[config.mk]
export PLATFORM = sky130hd
export DESIGN_NAME = adc_cmd_seq
export DESIGN_NICKNAME = d
export VERILOG_FILES = /design/src/rtl/adc_seq_pkg.sv /design/src/rtl/adc_spi_shift.sv /design/src/rtl/adc_wait_timer.sv /design/src/rtl/adc_cmd_seq.sv
export SDC_FILE = /design/constraint.sdc
export NUM_CORES = 1
export LEC_CHECK = 0
export CELL_PAD_IN_SITES_DETAIL_PLACEMENT = 1
export CELL_PAD_IN_SITES_GLOBAL_PLACEMENT = 2
export CORE_MARGIN = 4
export CORE_UTILIZATION = 43
export CTS_CLUSTER_SIZE = 30
export DETAILED_ROUTE_END_ITERATION = 16
export DONT_BUFFER_PORTS = 1
export GPL_ROUTABILITY_DRIVEN = 0
export PLACE_DENSITY_LB_ADDON = 0.1
export SKIP_LAST_GASP = 1
export SYNTH_ARGS = -nofsm -noshare
export SYNTH_HDL_FRONTEND = slang
export SYNTH_HIERARCHICAL = 1
export SYNTH_SLANG_ARGS = --single-unit
[constraint.sdc]
create_clock -name clk_i -period 2.89 [get_ports clk_i]
set_input_delay 0.289 -clock clk_i [delete_from_list [all_inputs] [get_ports clk_i]]
set_output_delay 0.289 -clock clk_i [all_outputs]
set_load 0.03 [all_outputs]
[src/rtl/adc_seq_pkg.sv]
package adc_seq_pkg;
  localparam logic [7:0] OP_STOP_CONT = 8'h11;
  localparam logic [7:0] OP_WREG      = 8'h40;
  localparam logic [7:0] OP_RDATA     = 8'h12;

  typedef enum logic [2:0] {
    SEQ_IDLE, SEQ_INIT, SEQ_SETTLE, SEQ_READY, SEQ_RDCMD, SEQ_WAIT, SEQ_RDDATA
  } seq_state_e;

  typedef enum logic [1:0] {SH_IDLE, SH_LO, SH_HI, SH_GAP} sh_state_e;
endpackage

[src/rtl/adc_spi_shift.sv]
module adc_spi_shift
  import adc_seq_pkg::*;
#(
  parameter int WORD_W   = 32,
  parameter int HALF_DIV = 2,
  parameter int GAP_CYC  = 4
) (
  input  logic                       clk_i,
  input  logic                       rst_ni,
  input  logic                       go_i,
  input  logic [$clog2(WORD_W+1)-1:0] nbits_i,
  input  logic [WORD_W-1:0]          tx_i,
  input  logic                       miso_i,
  output logic                       sclk_o,
  output logic                       mosi_o,
  output logic                       busy_o,
  output logic                       done_o,
  output logic [WORD_W-1:0]          rx_o
);
  localparam int NB_W  = $clog2(WORD_W+1);
  localparam int CMAX  = (HALF_DIV > GAP_CYC) ? HALF_DIV : GAP_CYC;
  localparam int HC_W  = $clog2(CMAX+1);

  sh_state_e         state_q;
  logic [HC_W-1:0]   cnt_q;
  logic [NB_W-1:0]   bits_q;
  logic [WORD_W-1:0] sh_q;

  assign mosi_o = sh_q[WORD_W-1];
  assign busy_o = (state_q != SH_IDLE);

  always_ff @(posedge clk_i or negedge rst_ni) begin
    if (!rst_ni) begin
      state_q <= SH_IDLE;
      cnt_q   <= '0;
      bits_q  <= '0;
      sh_q    <= '0;
      rx_o    <= '0;
      sclk_o  <= 1'b0;
      done_o  <= 1'b0;
    end else begin
      done_o <= 1'b0;
      case (state_q)
        SH_IDLE: if (go_i) begin
          sh_q    <= tx_i;
          bits_q  <= nbits_i;
          cnt_q   <= '0;
          rx_o    <= '0;
          state_q <= SH_LO;
        end
        SH_LO: if (cnt_q == HC_W'(HALF_DIV-1)) begin
          cnt_q   <= '0;
          sclk_o  <= 1'b1;
          rx_o    <= {rx_o[WORD_W-2:0], miso_i};  // capture on rising edge
          state_q <= SH_HI;
        end else cnt_q <= cnt_q + 1'b1;
        SH_HI: if (cnt_q == HC_W'(HALF_DIV-1)) begin
          cnt_q   <= '0;
          sclk_o  <= 1'b0;
          sh_q    <= {sh_q[WORD_W-2:0], 1'b0};    // launch on falling edge
          bits_q  <= bits_q - 1'b1;
          state_q <= (bits_q == NB_W'(1)) ? SH_GAP : SH_LO;
        end else cnt_q <= cnt_q + 1'b1;
        SH_GAP: if (cnt_q == HC_W'(GAP_CYC-1)) begin
          cnt_q   <= '0;
          done_o  <= 1'b1;
          state_q <= SH_IDLE;
        end else cnt_q <= cnt_q + 1'b1;
        default: state_q <= SH_IDLE;
      endcase
    end
  end

  assert_sclk_idle_low_R1: assert property (@(posedge clk_i) disable iff (!rst_ni)
    !busy_o |-> !sclk_o);
  assert_mosi_stable_high_R2: assert property (@(posedge clk_i) disable iff (!rst_ni)
    sclk_o |-> $stable(mosi_o));
  assert_frame_ends_low_R3: assert property (@(posedge clk_i) disable iff (!rst_ni)
    done_o |-> !sclk_o);
  assert_done_single_R3: assert property (@(posedge clk_i) disable iff (!rst_ni)
    done_o |=> !done_o);
endmodule

[src/rtl/adc_wait_timer.sv]
module adc_wait_timer #(
  parameter int CNT_W = 10
) (
  input  logic             clk_i,
  input  logic             rst_ni,
  input  logic             start_i,
  input  logic [CNT_W-1:0] load_i,
  output logic             expired_o
);
  logic [CNT_W-1:0] cnt_q;
  logic             run_q;

  assign expired_o = run_q && (cnt_q == '0);

  always_ff @(posedge clk_i or negedge rst_ni) begin
    if (!rst_ni) begin
      cnt_q <= '0;
      run_q <= 1'b0;
    end else if (start_i) begin
      cnt_q <= load_i;
      run_q <= 1'b1;
    end else if (run_q) begin
      if (cnt_q == '0) run_q <= 1'b0;
      else             cnt_q <= cnt_q - 1'b1;
    end
  end

  assert_expire_single_R8: assert property (@(posedge clk_i) disable iff (!rst_ni)
    (expired_o && !start_i) |=> !expired_o);
endmodule

[src/rtl/adc_cmd_seq.sv]
module adc_cmd_seq
  import adc_seq_pkg::*;
#(
  parameter int                    WORD_W       = 32,
  parameter int                    HALF_DIV     = 2,
  parameter int                    GAP_CYC      = 4,
  parameter logic [4:0]            CFG_ADDR     = 5'd1,
  parameter int                    CFG_NUM      = 2,
  parameter logic [CFG_NUM*8-1:0]  CFG_DATA     = 16'h6204,
  parameter logic [7:0]            SYNC_OP      = 8'h04,
  parameter int                    SETTLE_CYC   = 200,
  parameter int                    DRDY_TIMEOUT = 400
) (
  input  logic              clk_i,
  input  logic              rst_ni,
  input  logic              start_i,
  input  logic              frame_req_i,
  output logic [WORD_W-1:0] sample_o,
  output logic              sample_valid_o,
  output logic              timeout_o,
  output logic              ser_clk_o,
  output logic              ser_mosi_o,
  input  logic              ser_miso_i,
  input  logic              rdy_ni
);
  localparam int INIT_LEN = CFG_NUM + 5;
  localparam int IDX_W    = $clog2(INIT_LEN);
  localparam int NB_W     = $clog2(WORD_W+1);
  localparam int TMR_MAX  = (SETTLE_CYC > DRDY_TIMEOUT) ? SETTLE_CYC : DRDY_TIMEOUT;
  localparam int CNT_W    = $clog2(TMR_MAX+1);

  seq_state_e        state_q;
  logic [IDX_W-1:0]  idx_q;
  logic              pend_q;
  logic [1:0]        rdy_sync_q;
  logic [7:0]        init_byte, cur_byte;
  logic              sh_go, sh_busy, sh_done, last_init;
  logic [NB_W-1:0]   sh_nbits;
  logic [WORD_W-1:0] sh_tx, sh_rx;
  logic              tm_start, tm_exp;
  logic [CNT_W-1:0]  tm_load;

  always_comb begin
    init_byte = SYNC_OP;
    if (idx_q == IDX_W'(0))              init_byte = OP_STOP_CONT;
    else if (idx_q == IDX_W'(1))         init_byte = OP_WREG | {3'b000, CFG_ADDR};
    else if (idx_q == IDX_W'(2))         init_byte = 8'(CFG_NUM-1);
    else if (idx_q == IDX_W'(CFG_NUM+3)) init_byte = OP_STOP_CONT;  // leave register access
    for (int i = 0; i < CFG_NUM; i++)
      if (idx_q == IDX_W'(i+3)) init_byte = CFG_DATA[(CFG_NUM-1-i)*8 +: 8];
  end

  assign cur_byte  = (state_q == SEQ_RDCMD) ? OP_RDATA : init_byte;
  assign last_init = (idx_q == IDX_W'(INIT_LEN-1));
  assign sh_go     = !pend_q && (state_q == SEQ_INIT || state_q == SEQ_RDCMD ||
                                 state_q == SEQ_RDDATA);
  assign sh_nbits  = (state_q == SEQ_RDDATA) ? NB_W'(WORD_W) : NB_W'(8);
  assign sh_tx     = (state_q == SEQ_RDDATA) ? '0 : {cur_byte, {(WORD_W-8){1'b0}}};
  assign tm_start  = sh_done && ((state_q == SEQ_INIT && last_init) || state_q == SEQ_RDCMD);
  assign tm_load   = (state_q == SEQ_INIT) ? CNT_W'(SETTLE_CYC) : CNT_W'(DRDY_TIMEOUT);

  adc_spi_shift #(.WORD_W(WORD_W), .HALF_DIV(HALF_DIV), .GAP_CYC(GAP_CYC)) u_shift (
    .clk_i, .rst_ni, .go_i(sh_go), .nbits_i(sh_nbits), .tx_i(sh_tx),
    .miso_i(ser_miso_i), .sclk_o(ser_clk_o), .mosi_o(ser_mosi_o),
    .busy_o(sh_busy), .done_o(sh_done), .rx_o(sh_rx)
  );

  adc_wait_timer #(.CNT_W(CNT_W)) u_timer (
    .clk_i, .rst_ni, .start_i(tm_start), .load_i(tm_load), .expired_o(tm_exp)
  );

  always_ff @(posedge clk_i or negedge rst_ni) begin
    if (!rst_ni) rdy_sync_q <= 2'b11;
    else         rdy_sync_q <= {rdy_sync_q[0], rdy_ni};
  end

  always_ff @(posedge clk_i or negedge rst_ni) begin
    if (!rst_ni) begin
      state_q        <= SEQ_IDLE;
      idx_q          <= '0;
      pend_q         <= 1'b0;
      sample_o       <= '0;
      sample_valid_o <= 1'b0;
      timeout_o      <= 1'b0;
    end else begin
      sample_valid_o <= 1'b0;
      if (sh_go) pend_q <= 1'b1;
      case (state_q)
        SEQ_IDLE: if (start_i) begin
          state_q <= SEQ_INIT;
          idx_q   <= '0;
        end
        SEQ_INIT: if (sh_done) begin
          pend_q <= 1'b0;
          if (last_init) state_q <= SEQ_SETTLE;
          else           idx_q   <= idx_q + 1'b1;
        end
        SEQ_SETTLE: if (tm_exp) state_q <= SEQ_READY;
        SEQ_READY: if (frame_req_i) begin
          state_q   <= SEQ_RDCMD;
          timeout_o <= 1'b0;
        end
        SEQ_RDCMD: if (sh_done) begin
          pend_q  <= 1'b0;
          state_q <= SEQ_WAIT;
        end
        SEQ_WAIT: if (!rdy_sync_q[1]) state_q <= SEQ_RDDATA;
          else if (tm_exp) begin
            timeout_o <= 1'b1;
            state_q   <= SEQ_READY;
          end
        SEQ_RDDATA: if (sh_done) begin
          pend_q         <= 1'b0;
          sample_o       <= sh_rx;
          sample_valid_o <= 1'b1;
          state_q        <= SEQ_READY;
        end
        default: state_q <= SEQ_IDLE;
      endcase
    end
  end

  assert_valid_single_R6: assert property (@(posedge clk_i) disable iff (!rst_ni)
    sample_valid_o |=> !sample_valid_o);
  assert_rdcmd_from_ready_R5: assert property (@(posedge clk_i) disable iff (!rst_ni)
    (state_q == SEQ_RDCMD && $past(state_q) != SEQ_RDCMD) |->
      ($past(state_q) == SEQ_READY && $past(frame_req_i)));
  assert_no_sample_on_timeout_R8: assert property (@(posedge clk_i) disable iff (!rst_ni)
    $rose(timeout_o) |-> !sample_valid_o);
  assert_clock_quiet_waiting_R4: assert property (@(posedge clk_i) disable iff (!rst_ni)
    (state_q == SEQ_SETTLE || state_q == SEQ_WAIT || state_q == SEQ_IDLE) |-> !ser_clk_o);
endmodule

==> flow_summary.ini <==
[clocking]
clock_tree.root_cell = clkbuf_16
post_cts_resized = 0
clkLatencyLatePin_ns = 0.41
clkTransAtPathRegs_ns = 0.06
cts_tree = built
cts.sink_count = 130
cts_buffers = 17
htreeDepth = 4
cts_setup_buffers = 0
ctsLongestPathBuffers = 2
cts_hold_buf = 2

[worst_setup_path]
crit_family = compound AO/OA/AOI/OAI gates
r2r_slack_ns = 0.29
cp_slowest_cell = a21o_1
startpoint = state_q[0]
cp.required_ns = 3.24
cp_num_buf_inv = 0
endpoint = u_shift/rx_o[6]
critPathArrivalTime_ns = 2.95
r2r-end = u_shift/rx_o[6]
r2r_cells = 5
path_max_fanout = 32
slowest_delay_ns = 0.85
cp.depth = 5
worstSetupEndpointType = flip-flop
crit_chain = or3b_1 -> a21oi_1 -> nor2b_1 -> a21o_1 -> a22o_1
r2r_start = state_q[0]
crit_path_start_kind = flip-flop
path_class = reg -> reg

[pwr]
p_leak_nw = 3.222
clkPwrFrac_pct = 34.2
combPwrFrac_pct = 27.9
powerDensity_nw_per_um2 = 940.9
peakVddDrop_mv = 0.4806
seq_power_share_pct = 38.0
power.switching_mw = 2.328
internal_power_mw = 4.275
switching_share_pct = 35.25

[routing]
drc = 0
routedWlPerCell_um = 17.02
drt_iter0_markers = 192
ant_nets = 0
drt_pass1_iterations = 4
drt-vias-per-instance = 5.377
routed_wl_mm = 12.97
dr_total_vias = 4097

[timing]
hold_viol = 130
maxSlewHeadroom_pct = 28.57
drv_slew = 0
rsz0062_at_grt = no
max_clock_freq_ghz = 0.3844
fin_crit_sh_pct = 90.02
setup_viol = 0
fin_skew_ns = 0.01099
fin_crit_ns = 2.602
fin_setup_tns_ns = 0
holdWs_ns = -0.4240
worst_slew_pin_slew_ns = 1.071

[synthesis]
async_reset_ff_share_pct = 100.0
syn_inst = 538
synth.avg_cell_area_sq_um = 11.45
synth_edf_count = 0
seq_area_frac_synth_pct = 52.84
ys.flop_type = dfrtp_1
synth-seq-cells = 130
syn_area_sq_um = 6161
ys_types = 68
yosysWarnings = 6

[floorplanning]
initial_core_util_pct = 44.21
rows = 43
die_width_um = 127.7
ios = 42
die_h_um = 127.7
coreArea_sq_um = 13930
die_area_sq_um = 16310

[flow_run]
cap_violations = 0

[global_route]
grt_pass1_vias = 4511
grt_remaining_overflow = 0
grt_max_degree = 131
antenna_found_initial = 0
grtUsageTotal_pct = 17.27
grt_pass1_wl_mm = 22.82

[placed_design]
dpl_cell_area_sq_um = 6384
place_hpwl_mm = 7.990
io_buffers = 0

[cells_and_area]
seqCellArea_sq_um = 3256
stdcell_area_sq_um = 7018
drive_gt1_share_pct = 17.01
num_antenna_cells = 0
final_common_cell = dfrtp_1
fillers = 1476
nNetsFinal = 592
most-common-layout-cells = dfrtp_1, nand2_1, conb_1, mux2i_1
multi_input_area_sq_um = 2760
area_delta_synth_final_pct = 13.91

[run_status]
violations = hold timing
status = finished with violations

[worst_hold_path]
hp-class = in -> async
[final cells by class]
class                      count  area share [%]
sequential                   130           46.39
multi-input combinational    388           39.33
clock buffer                  20           6.365
tap                          180           3.209
clock inverter                12           2.389
inverter                      22           1.177
timing repair buffer          10           1.141
[flip-flops by register name, summed over array words and instances (netlist names), named ones only]
register and count:
sample_o 32, u_shift/rx_o 32, u_shift/sh_q 32, u_timer/cnt_q 9
u_shift/bits_q 6, idx_q 3, state_q 3, u_shift/cnt_q 3
rdy_sync_q 2, u_shift/state_q 2, sample_valid_o 1, timeout_o 1
u_shift/done_o 1, u_shift/sclk_o 1, u_timer/run_q 1
[Yosys cell counts (all sizes together), types with 3 or more instances]
cell type / n / share of area, %
a31oi: 3 / 0.30
nor2b: 3 / 0.30
o21ai: 45 / 4.1
clkbuf: 8 / 0.49
o211ai: 9 / 1.1
ha: 17 / 3.5
mux2i: 33 / 5.4
mux2: 32 / 5.8
o2111ai: 3 / 0.43
nor4: 3 / 0.41
nand2b: 5 / 0.55
a211o: 3 / 0.57
buf: 24 / 2.7
or4: 3 / 0.39
a21o: 4 / 0.49
nand2: 62 / 3.8
or4b: 4 / 0.77
nor3: 6 / 0.49
and2: 4 / 0.41
inv: 21 / 1.3
nor2: 17 / 1.1
nor3b: 3 / 0.37
a22o: 32 / 4.5
nand3: 6 / 0.57
a21oi: 12 / 0.97
dfrtp: 128 / 52
o32ai: 3 / 0.43
o31ai: 4 / 0.49
a41oi: 3 / 0.43
a2111o: 3 / 0.55
[cell families after synthesis]
family                   Yosys count  share of synthesized area [%]
AO/OA/AOI/OAI                    141                          16.98
adder cells (fa/ha/maj)           17                          3.452
buffers and inverters             54                          4.509
flip-flops                       130                          52.84
multiplexers                      65                          11.21
other                              2                         0.1219
AND/OR/NAND/NOR                  129                          10.89
[power groups by stage]
stage / logic, mW / registers, mW / clock network [mW]
6_report: 1.84 / 2.51 / 2.26
5_1_grt: 2.09 / 2.56 / 2.40
4_1_cts: 1.87 / 2.51 / 2.31
3_5_place_dp: 1.85 / 2.54 / 0
3_3_place_gp: 1.78 / 2.52 / 0
2_1_floorplan: 1.66 / 2.44 / 0
[metal layers]
layer	part of all wire [%]	vias up	GRT usage [%]
met3	4.1	4	5.583
met5	0	-	0
met4	0.54	0	4.806
met1	47	2070	22.62
li1	-	1975	-
met2	48	48	27.75
[per-stage QoR]
stage / power [mW] / setup WS [ns] / util, % / instances
final: 6.603 / 0.2885 / 50.36 / 762
after global routing: 7.055 / 0.06910 / 50.36 / 762
after CTS: 6.691 / 0.2851 / 50.36 / 762
after detailed placement: 4.387 / 0.3385 / 45.81 / 728
after global placement: 4.300 / 0.4307 / 45.81 / 728
after floorplan: 4.097 / 0.7686 / - / 572
[how the worst min path moves through the flow]
stage	from	endpoint	slack, ns	cells after the start
6_report	rst_ni	u_timer/run_q	-0.42	0
5_1_grt	rst_ni	sample_o[23]	-0.46	0
4_1_cts	rst_ni	sample_o[23]	-0.45	0
3_5_place_dp	rst_ni	u_timer/run_q	-0.002	0
3_3_place_gp	rst_ni	u_timer/run_q	-0.002	0
2_1_floorplan	rst_ni	async pin	-0.007	0
(Power assumes the default switching activity.)
